--- src/rtl/flash_cmd_pkg.sv ---
package flash_cmd_pkg;

    localparam logic [14:0] KEY_ADDR_A = 15'h5555;
    localparam logic [14:0] KEY_ADDR_B = 15'h2AAA;

    typedef enum logic [3:0] {
        C_AA, C_55, C_A0, C_80, C_90, C_F0, C_10, C_30, C_40, C_OTHER
    } cmd_code_t;

    typedef enum logic [2:0] {
        S_IDLE, S_UNL1, S_UNL2, S_PROG, S_ER1, S_ER2, S_ER3
    } seq_state_t;

    typedef struct packed {
        logic prog;
        logic sect;
        logic chip;
        logic lock;
        logic id_in;
        logic id_out;
    } cmd_set_t;

endpackage

--- src/rtl/cmd_match.sv ---
module cmd_match
    import flash_cmd_pkg::*;
#(
    parameter int CMP_W  = 15,
    parameter int DATA_W = 8
) (
    input  logic [CMP_W-1:0]  low_addr,
    input  logic [DATA_W-1:0] data,
    output logic              hit_a,
    output logic              hit_b,
    output cmd_code_t         code
);

    always_comb begin
        hit_a = (low_addr == KEY_ADDR_A[CMP_W-1:0]);
        hit_b = (low_addr == KEY_ADDR_B[CMP_W-1:0]);
    end

    always_comb begin
        case (data)
            8'hAA:   code = C_AA;
            8'h55:   code = C_55;
            8'hA0:   code = C_A0;
            8'h80:   code = C_80;
            8'h90:   code = C_90;
            8'hF0:   code = C_F0;
            8'h10:   code = C_10;
            8'h30:   code = C_30;
            8'h40:   code = C_40;
            default: code = C_OTHER;
        endcase
    end

endmodule

--- src/rtl/cmd_fsm.sv ---
module cmd_fsm
    import flash_cmd_pkg::*;
(
    input  logic      clk,
    input  logic      rst_n,
    input  logic      wr_en,
    input  logic      busy,
    input  logic      hit_a,
    input  logic      hit_b,
    input  cmd_code_t code,
    output cmd_set_t  issue
);

    seq_state_t st, nxt;

    always_ff @(posedge clk) begin
        if (!rst_n) st <= S_IDLE;
        else        st <= nxt;
    end

    always_comb begin
        nxt   = st;
        issue = '0;
        if (wr_en && !busy) begin
            nxt = S_IDLE;
            unique case (st)
                S_IDLE: begin
                    if (hit_a && code == C_AA) nxt = S_UNL1;
                    else if (code == C_F0)     issue.id_out = 1'b1;
                end
                S_UNL1: if (hit_b && code == C_55) nxt = S_UNL2;
                S_UNL2: begin
                    if (hit_a) begin
                        case (code)
                            C_A0:    nxt = S_PROG;
                            C_80:    nxt = S_ER1;
                            C_90:    issue.id_in  = 1'b1;
                            C_F0:    issue.id_out = 1'b1;
                            default: nxt = S_IDLE;
                        endcase
                    end
                end
                S_PROG: issue.prog = 1'b1;
                S_ER1:  if (hit_a && code == C_AA) nxt = S_ER2;
                S_ER2:  if (hit_b && code == C_55) nxt = S_ER3;
                S_ER3: begin
                    if (code == C_30)               issue.sect = 1'b1;
                    else if (hit_a && code == C_10) issue.chip = 1'b1;
                    else if (hit_a && code == C_40) issue.lock = 1'b1;
                end
                default: nxt = S_IDLE;
            endcase
        end
    end

    assert_busy_hold_R10: assert property (@(posedge clk) disable iff (!rst_n)
        busy |=> (st == $past(st)));

    assert_busy_quiet_R10: assert property (@(posedge clk) disable iff (!rst_n)
        busy |-> (issue == '0));

    assert_cmd_needs_write_R8: assert property (@(posedge clk) disable iff (!rst_n)
        (issue != '0) |-> wr_en);

    assert_reset_idle_R1: assert property (@(posedge clk)
        !rst_n |=> (st == S_IDLE));

endmodule

--- src/rtl/cmd_capture.sv ---
module cmd_capture
    import flash_cmd_pkg::*;
#(
    parameter int ADDR_W = 18,
    parameter int DATA_W = 8
) (
    input  logic              clk,
    input  logic              rst_n,
    input  cmd_set_t          issue,
    input  logic [ADDR_W-1:0] wr_addr,
    input  logic [DATA_W-1:0] wr_data,
    output cmd_set_t          pulses,
    output logic [ADDR_W-1:0] cmd_addr,
    output logic [DATA_W-1:0] cmd_data,
    output logic              id_mode
);

    always_ff @(posedge clk) begin
        if (!rst_n) begin
            pulses   <= '0;
            cmd_addr <= '0;
            cmd_data <= '0;
            id_mode  <= 1'b0;
        end else begin
            pulses <= issue;
            if (issue.prog || issue.sect) cmd_addr <= wr_addr;
            if (issue.prog)               cmd_data <= wr_data;
            if (issue.id_in)              id_mode  <= 1'b1;
            else if (issue.id_out)        id_mode  <= 1'b0;
        end
    end

    assert_one_cmd_R11: assert property (@(posedge clk) disable iff (!rst_n)
        $onehot0(pulses));

    assert_prog_capture_R2: assert property (@(posedge clk) disable iff (!rst_n)
        pulses.prog |-> (cmd_addr == $past(wr_addr) && cmd_data == $past(wr_data)));

    assert_sect_capture_R4: assert property (@(posedge clk) disable iff (!rst_n)
        pulses.sect |-> (cmd_addr == $past(wr_addr)));

    assert_id_rise_R6: assert property (@(posedge clk) disable iff (!rst_n)
        $rose(id_mode) |-> pulses.id_in);

    assert_id_fall_R7: assert property (@(posedge clk) disable iff (!rst_n)
        $fell(id_mode) |-> pulses.id_out);

endmodule

--- src/rtl/flash_cmd_decoder.sv ---
module flash_cmd_decoder
    import flash_cmd_pkg::*;
#(
    parameter int ADDR_W = 18,
    parameter int DATA_W = 8,
    parameter int CMP_W  = 15
) (
    input  logic              clk,
    input  logic              rst_n,
    input  logic              wr_en,
    input  logic [ADDR_W-1:0] wr_addr,
    input  logic [DATA_W-1:0] wr_data,
    input  logic              busy,
    output logic              prog_pulse,
    output logic              sect_erase_pulse,
    output logic              chip_erase_pulse,
    output logic              lock_pulse,
    output logic              id_enter_pulse,
    output logic              id_exit_pulse,
    output logic [ADDR_W-1:0] cmd_addr,
    output logic [DATA_W-1:0] cmd_data,
    output logic              id_mode
);

    logic      hit_a, hit_b;
    cmd_code_t code;
    cmd_set_t  issue, pulses;

    cmd_match #(.CMP_W(CMP_W), .DATA_W(DATA_W)) u_match (
        .low_addr (wr_addr[CMP_W-1:0]),
        .data     (wr_data),
        .hit_a    (hit_a),
        .hit_b    (hit_b),
        .code     (code)
    );

    cmd_fsm u_fsm (
        .clk   (clk),
        .rst_n (rst_n),
        .wr_en (wr_en),
        .busy  (busy),
        .hit_a (hit_a),
        .hit_b (hit_b),
        .code  (code),
        .issue (issue)
    );

    cmd_capture #(.ADDR_W(ADDR_W), .DATA_W(DATA_W)) u_cap (
        .clk      (clk),
        .rst_n    (rst_n),
        .issue    (issue),
        .wr_addr  (wr_addr),
        .wr_data  (wr_data),
        .pulses   (pulses),
        .cmd_addr (cmd_addr),
        .cmd_data (cmd_data),
        .id_mode  (id_mode)
    );

    always_comb begin
        prog_pulse       = pulses.prog;
        sect_erase_pulse = pulses.sect;
        chip_erase_pulse = pulses.chip;
        lock_pulse       = pulses.lock;
        id_enter_pulse   = pulses.id_in;
        id_exit_pulse    = pulses.id_out;
    end

endmodule

--- config.mk ---
export PLATFORM = sky130hd
export DESIGN_NAME = flash_cmd_decoder
export DESIGN_NICKNAME = d
export VERILOG_FILES = /design/src/rtl/flash_cmd_pkg.sv /design/src/rtl/cmd_match.sv /design/src/rtl/cmd_fsm.sv /design/src/rtl/cmd_capture.sv /design/src/rtl/flash_cmd_decoder.sv
export SDC_FILE = /design/constraint.sdc
export NUM_CORES = 1
export LEC_CHECK = 0
export ABC_CLOCK_PERIOD_IN_PS = 5800
export BUFFER_PORTS_ARGS = -buffer_cell sky130_fd_sc_hd__buf_2
export CAP_MARGIN = 20
export CORE_UTILIZATION = 53
export CTS_CLUSTER_SIZE = 28
export DETAILED_ROUTE_END_ITERATION = 12
export GPL_ROUTABILITY_DRIVEN = 0
export GPL_TIMING_DRIVEN = 0
export PLACE_DENSITY = 0.81
export SLEW_MARGIN = 10
export SYNTH_ARGS = -nofsm -noshare
export SYNTH_HDL_FRONTEND = slang
export SYNTH_SLANG_ARGS = --single-unit
--- constraint.sdc ---
create_clock -name clk -period 5.8 [get_ports clk]
set_input_delay 1.16 -clock clk [delete_from_list [all_inputs] [get_ports clk]]
set_output_delay 1.16 -clock clk [all_outputs]
set_load 0.1 [all_outputs]
==> reports/qor.csv, run 1 <==
metric,value,unit
cell_internal_pwr,0.000355,W
die_y,61.0,µm
ys_seq_elements,36,
syn_area,1840,µm²
detailedPlacementHpwl,2970,µm
setup.reg_to_reg.worst_slack,4030,ps
final_max_slew_viol_count,0,
max_freq,353,MHz
outcome,completed,
synth_cell_type_count,42,
route.vias.total,1714,
post_synth_mux_area_share,4.89,%
cts_tree,yes,
synth_top_family_by_area,simple AND/OR/NAND/NOR gates,
synth_top_area_share,39.1,%
drt_iter0_drc,63,
seq_power_share,53.0,%
drt-pass1-iter-count,6,
period_share,48.9,%
ctsHtreeMaxLevel,2,
worst_hold_start,u_cap.cmd_addr[1]$_SDFFE_PN0P_,
post-route-min-period,2840,ps
area_leader_netlist,dfxtp_1,
grt_setup_unrepaired,no,
final-hold-violation-count,0,
grt_use_total,23.5,%
holdPathEnd,u_cap.cmd_addr[1]$_SDFFE_PN0P_,
proportion_of_layout_cells_with_a_drive_suffix_above_1,36.3,%
timing.critical_path.fanout_max,10,
cp_data_arrival_time,3130,ps
ant_nets,0,
portBuffers,60,
synthTopCellsByCount,"dfxtp_1 (36), nand2_1 (26), nand3_1 (21), o21ai_0 (12)",
clkPwrFrac,38.6,%
worst_hold_path_type,reg -> reg,
synth_enable_flop_cells,0,
worst_setup_hold_path_clk_slew,120,ps
start_kind,primary input,
drc,0,
nNetsFinal,302,
power.static_leakage,0.922,nW
worst_r2r_startpoint,u_fsm.st[1]$_SDFFE_PN0P_,
ctsHoldBuffers,0,
area_delta_synth_final,23.8,%
top_cells_by_area_in_the_synthesized_netlist,"dfxtp_1 (39%), nand3_1 (5.7%), nand2_1 (5.3%), mux2i_1 (4.9%), o21ai_2 (4.3%)",
hold_path_depth,2,
synth.yosys.seq_area_share,39.1,%
combPwrFrac,8.4,%
maxCapViolCount,0,
timing.critical_path.required,6090,ps
finalPower,0.000466,W
placement.cell_area,2200,µm²
clock_latency,350,ps
cts.root.buffer_cell,clkbuf_4,
start_util,55.2,%
total_non_filler_cell_area_in_the_finished_layout,2280,µm²
synth_compound_area_share,13.6,%
finalClockSkew,9.20,ps
finalSetupViolations,0,
rows,21,
grt_overflow,0,
synth_simple_gate_area_share,33.5,%
critical_register_to_register_path_endpoint,u_cap.cmd_data[7]$_SDFFE_PN0P_,
die_x,61.0,µm
powerDensity,205,nW/µm²
crit_path_end_kind,flip-flop,
p_switching,0.000112,W
via_count_of_the_first_global_routing_pass,1454,
cts_made_buffers,5,
route.final.wire_length,4130,µm
netlist_instances,205,
post-cts-setup-buffer-count,0,
vdd_ir_drop_max,0.139,mV
design.die.area,3710,µm²
syn-num-nets,235,
synth-warning-count,0,
cts_resized,0,
synth_top_flop_cell,dfxtp_1,
swShare,23.9,%
insertedDiodeCount,0,
worst_setup_path_startpoint,wr_data[0],
synthAdderAreaFrac,0,%
synthArstFlopShare,0,%
route.detailed.wl_per_inst,12.9,µm
core_outline_area,3340,µm²
global_route_wire_length_before_repair,6400,µm
clock-sinks,36,
post_drt_via_cell_ratio,5.37,
largest_net_degree_at_the_start_of_global_routing,13,
synthXorXnorAreaFrac,1.43,%
timing.max_slew.rel_slack,41.8,%
timing.reg2reg.worst_path_depth,5,
fin_tns_setup,0,ps
clock_path_buffers,2,
yosysMostFrequentCell,dfxtp_1,
path_class,in -> reg,
design.portCount,63,
tightestPinTransition,870,ps
antenna_found_initial,0,
syn-mean-instance-area,8.98,µm²
## sequential cells by signal, summed over array words and instances (netlist names)
name and flops:
u_cap.id_mode 1, u_cap.pulses 6, u_fsm.st 3, u_cap.cmd_addr 18, u_cap.cmd_data 8
## power groups by stage
stage               clock (W)  sequential (W)  combinational, W
floorplan                   0        0.000253         0.0000215
global placement            0        0.000253         0.0000389
detailed placement          0        0.000253         0.0000389
CTS                  0.000180        0.000247         0.0000393
global route         0.000192        0.000247         0.0000428
finish               0.000180        0.000247         0.0000394
## final cells by class
| type | count | area [µm²] |
|---|---|---|
| Buffer | 15 | 123 |
| Clock buffer | 5 | 37.5 |
| Clock inverter | 3 | 42.5 |
| Fill cell | 299 | 1060 |
| Inverter | 4 | 15.0 |
| Multi-Input combinational cell | 150 | 983 |
| Sequential cell | 36 | 721 |
| Tap cell | 46 | 57.6 |
| Timing Repair Buffer | 60 | 300 |
## worst max-delay path by stage
stage | to | slack (ps) | cells past startpoint
CTS | u_cap.cmd_addr[16]$_SDFFE_PN0P_ | 2960 | 9
floorplan | u_fsm.st[1]$_SDFFE_PN0P_ | 2870 | 7
detailed placement | u_cap.cmd_addr[16]$_SDFFE_PN0P_ | 2600 | 9
global placement | u_cap.cmd_addr[9]$_SDFFE_PN0P_ | 2620 | 9
finish | u_cap.cmd_addr[14]$_SDFFE_PN0P_ | 2960 | 9
global route | u_fsm.st[2]$_SDFFE_PN0P_ | 2860 | 8
## critical path: stages
cell and delay, ps:
buf_2 120, or4_4 520, buf_6 150, nor4b_4 310
nand4b_2 180, a21oi_4 310, buf_6 190, nand3_1 100
o21ai_2 70
## routing by layer
layer | vias to the layer above | wire length [µm] | track usage, %
met5 | - | 0 | 0
met4 | 0 | 45 | 5.84
met3 | 4 | 214 | 6.82
met2 | 50 | 1950 | 36.9
met1 | 791 | 1920 | 31.7
li1 | 869 | - | -
## cells by family (layout without fill, tap and decap cells)
| group | Yosys count | in the layout |
|---|---|---|
| buffers and inverters | 19 | 87 |
| and+or+nand+nor | 103 | 103 |
| AOI/OAI and AO/OA | 35 | 35 |
| muxes | 9 | 9 |
| xor gates and xnor gates | 3 | 3 |
| DFF | 36 | 36 |
## cell usage in the layout, fill, tap and decap left out, types with 2 or more instances in the layout
cell type and n:
nor2b_1 9, a21oi_4 2, nand4_1 5, dfxtp_1 36, or4_4 2, o21ai_0 12, nand2_1 26, nand4b_1 3
nor3_1 6, nand3_1 21, inv_1 4, buf_4 2, clkbuf_4 5, nor4bb_1 4, nor4_1 3, clkbuf_1 3
mux2i_1 9, o21ai_1 4, nand2b_1 2, a21boi_1 2, nand3b_1 2, nor4b_1 3, buf_6 6, nor2_1 9
buf_2 63, o21ai_2 9, xnor2_1 2
## through the flow
| stage | setup WS [ps] | utilization, % | hold WS (ps) | cells |
|---|---|---|---|---|
| after floorplan | 2870 | - | 485 | 205 |
| after global routing | 2860 | 68.3 | 486 | 319 |
| after global placement | 2620 | 65.9 | 436 | 311 |
| after detailed placement | 2600 | 65.9 | 441 | 311 |
| final | 2960 | 68.3 | 457 | 319 |
| after CTS | 2960 | 68.3 | 457 | 319 |
Power figures use the tool's default switching activity.
==> run 2, diff against run 1 <==
Settings changed: ABC_CLOCK_PERIOD_IN_PS 5800 to 2850, CORE_UTILIZATION 53 to 50, PLACE_DENSITY 0.81 to 0.77.
Clock period 5.8 ns to 2.85 ns, I/O delays scaled along.
==> reports/qor.csv, run 2 (synthesis results as in run 1) <==
metric,value,unit
post-cts-setup-buffer-count,0,
drc,0,
post_drt_via_cell_ratio,5.30,
crit_path_end_kind,flip-flop,
clock_path_buffers,2,
use_met2,35.3,%
cts.root.buffer_cell,clkbuf_8,
portBuffers,60,
vdd_ir_drop_max,0.330,mV
nFillCells,304,
cp_top_family,simple AND/OR/NAND/NOR gates,
start_util,53.5,%
max_freq,427,MHz
grt_overflow,0,
power.static_leakage,0.932,nW
via_count_of_the_first_global_routing_pass,1575,
final_max_slew_viol_count,0,
cts_made_buffers,5,
cts_tree,yes,
max_flop_register,u_cap.cmd_addr,
postLayoutSetupSlackWorst,508,ps
grt_use_total,22.7,%
timing.critical_path.fanout_max,7,
ctsHtreeMaxLevel,2,
nNetsFinal,302,
setup.reg_to_reg.worst_slack,1130,ps
core_outline_area,3440,µm²
placement.cell_area,2200,µm²
grt_most_used_layer,met2,
critical-path-max-stage-delay,550,ps
global_route_wire_length_before_repair,7060,µm
design.die.area,3930,µm²
period_share,82.2,%
path_class,in -> reg,
die_x,62.7,µm
route.vias.total,1685,
antenna_found_initial,0,
timing.max_slew.rel_slack,41.9,%
critical_path.cell_chain,"buf_2, or4_4, buf_6, nor3_1, nand3_1, o31ai_1, nand2_1, o21ai_1",
timing.critical_path.required,3080,ps
groute.layer.met1.usage,29.7,%
start_kind,primary input,
layout.cells.most_common,buf_2,
drt-pass1-iter-count,4,
critical_path.slowest_cell,nor3_1,
layout_common_cells,"buf_2 (63), dfxtp_1 (36), nand2_1 (26)",
rows,21,
detailedPlace.worstSlack,241,ps
finalClockSkew,6.12,ps
worst_hold_path_type,reg -> reg,
global_route.usage.met3,5.29,%
powerDensity,423,nW/µm²
cp_data_arrival_time,2570,ps
flip_flop_count_of_the_largest_register_all_copies_and_words_added,18,
final.hold.worst_slack,451,ps
post-route-min-period,2340,ps
drt_iter0_drc,82,
finalSetupViolations,0,
finalPower,0.000971,W
insertedDiodeCount,0,
tightestPinTransition,869,ps
final-hold-violation-count,0,
route.detailed.wl_per_inst,13.3,µm
fin_tns_setup,0,ps
grt_setup_unrepaired,no,
proportion_of_layout_cells_with_a_drive_suffix_above_1,36.0,%
area_delta_synth_final,24.7,%
largest_net_degree_at_the_start_of_global_routing,11,
detailedPlacementHpwl,3160,µm
design.portCount,63,
cts_resized,0,
clock-sinks,36,
maxCapViolCount,0,
outcome,completed,
die_y,62.7,µm
ant_nets,0,
route.final.wire_length,4230,µm
total_non_filler_cell_area_in_the_finished_layout,2300,µm²
clock_latency,290,ps
critical_path_buf_inv_count,2,
ctsHoldBuffers,0,
worst_setup_hold_path_clk_slew,70,ps
biggestRegsByFlops,"u_cap.cmd_addr x18, u_cap.cmd_data x8, u_cap.pulses x6",
[run 2: cell types whose count changed in the layout (fill, tap and decap cells not counted), sizes merged]
cell      change
clkbuf        +2
clkinv        -1
clkinvlp      -1
bufinv        -1
[run 2: metrics by stage]
step | util [%] | std cells
floorplan | - | 205
global placement | 63.9 | 311
detailed placement | 63.9 | 311
CTS | 66.7 | 318
global route | 66.7 | 318
finish | 66.7 | 318
[run 2: layout make-up]
type	count	area, µm²	share of cell area [%]
Clock buffer	7	96.3	4.20
Inverter	4	15.0	0.654
Tap cell	46	57.6	2.51
Buffer	15	123	5.34
Timing Repair Buffer	60	300	13.1
Multi-Input combinational cell	150	983	42.8
Sequential cell	36	721	31.4
[run 2: worst register-to-register path, stage by stage, from the launching register on]
cell and delay, ps:
dfxtp_1 380, nand2b_1 220, nor2_1 680, mux2i_1 270, nor2b_1 60
[run 2: path summary, 6_finish.rpt]
path                                  startpoint                             end  cells after the start
setup / recovery                      wr_data[0]        u_fsm.st[2]$_SDFFE_PN0P_                      8
hold / removal    u_cap.cmd_addr[2]$_SDFFE_PN0P_  u_cap.cmd_addr[2]$_SDFFE_PN0P_                      2
hold reg to reg   u_cap.cmd_addr[2]$_SDFFE_PN0P_  u_cap.cmd_addr[2]$_SDFFE_PN0P_                      2
setup reg to reg        u_fsm.st[2]$_SDFFE_PN0P_  u_cap.cmd_data[0]$_SDFFE_PN0P_                      4
[run 2: per-layer routing]
layer | vias up | wire, µm
met1 | 763 | 2060
met2 | 42 | 1930
li1 | 872 | -
met4 | 0 | 68
met3 | 8 | 160
met5 | - | 0
[run 2: power by group]
part	total [W]	switching, W	leakage [nW]	internal, W
Sequential	0.000503	0.00000000298	0.290	0.000503
Clock	0.000387	0.000171	0.0503	0.000215
Combinational	0.0000812	0.0000452	0.591	0.0000360
Total	0.000971	0.000217	0.932	0.000754
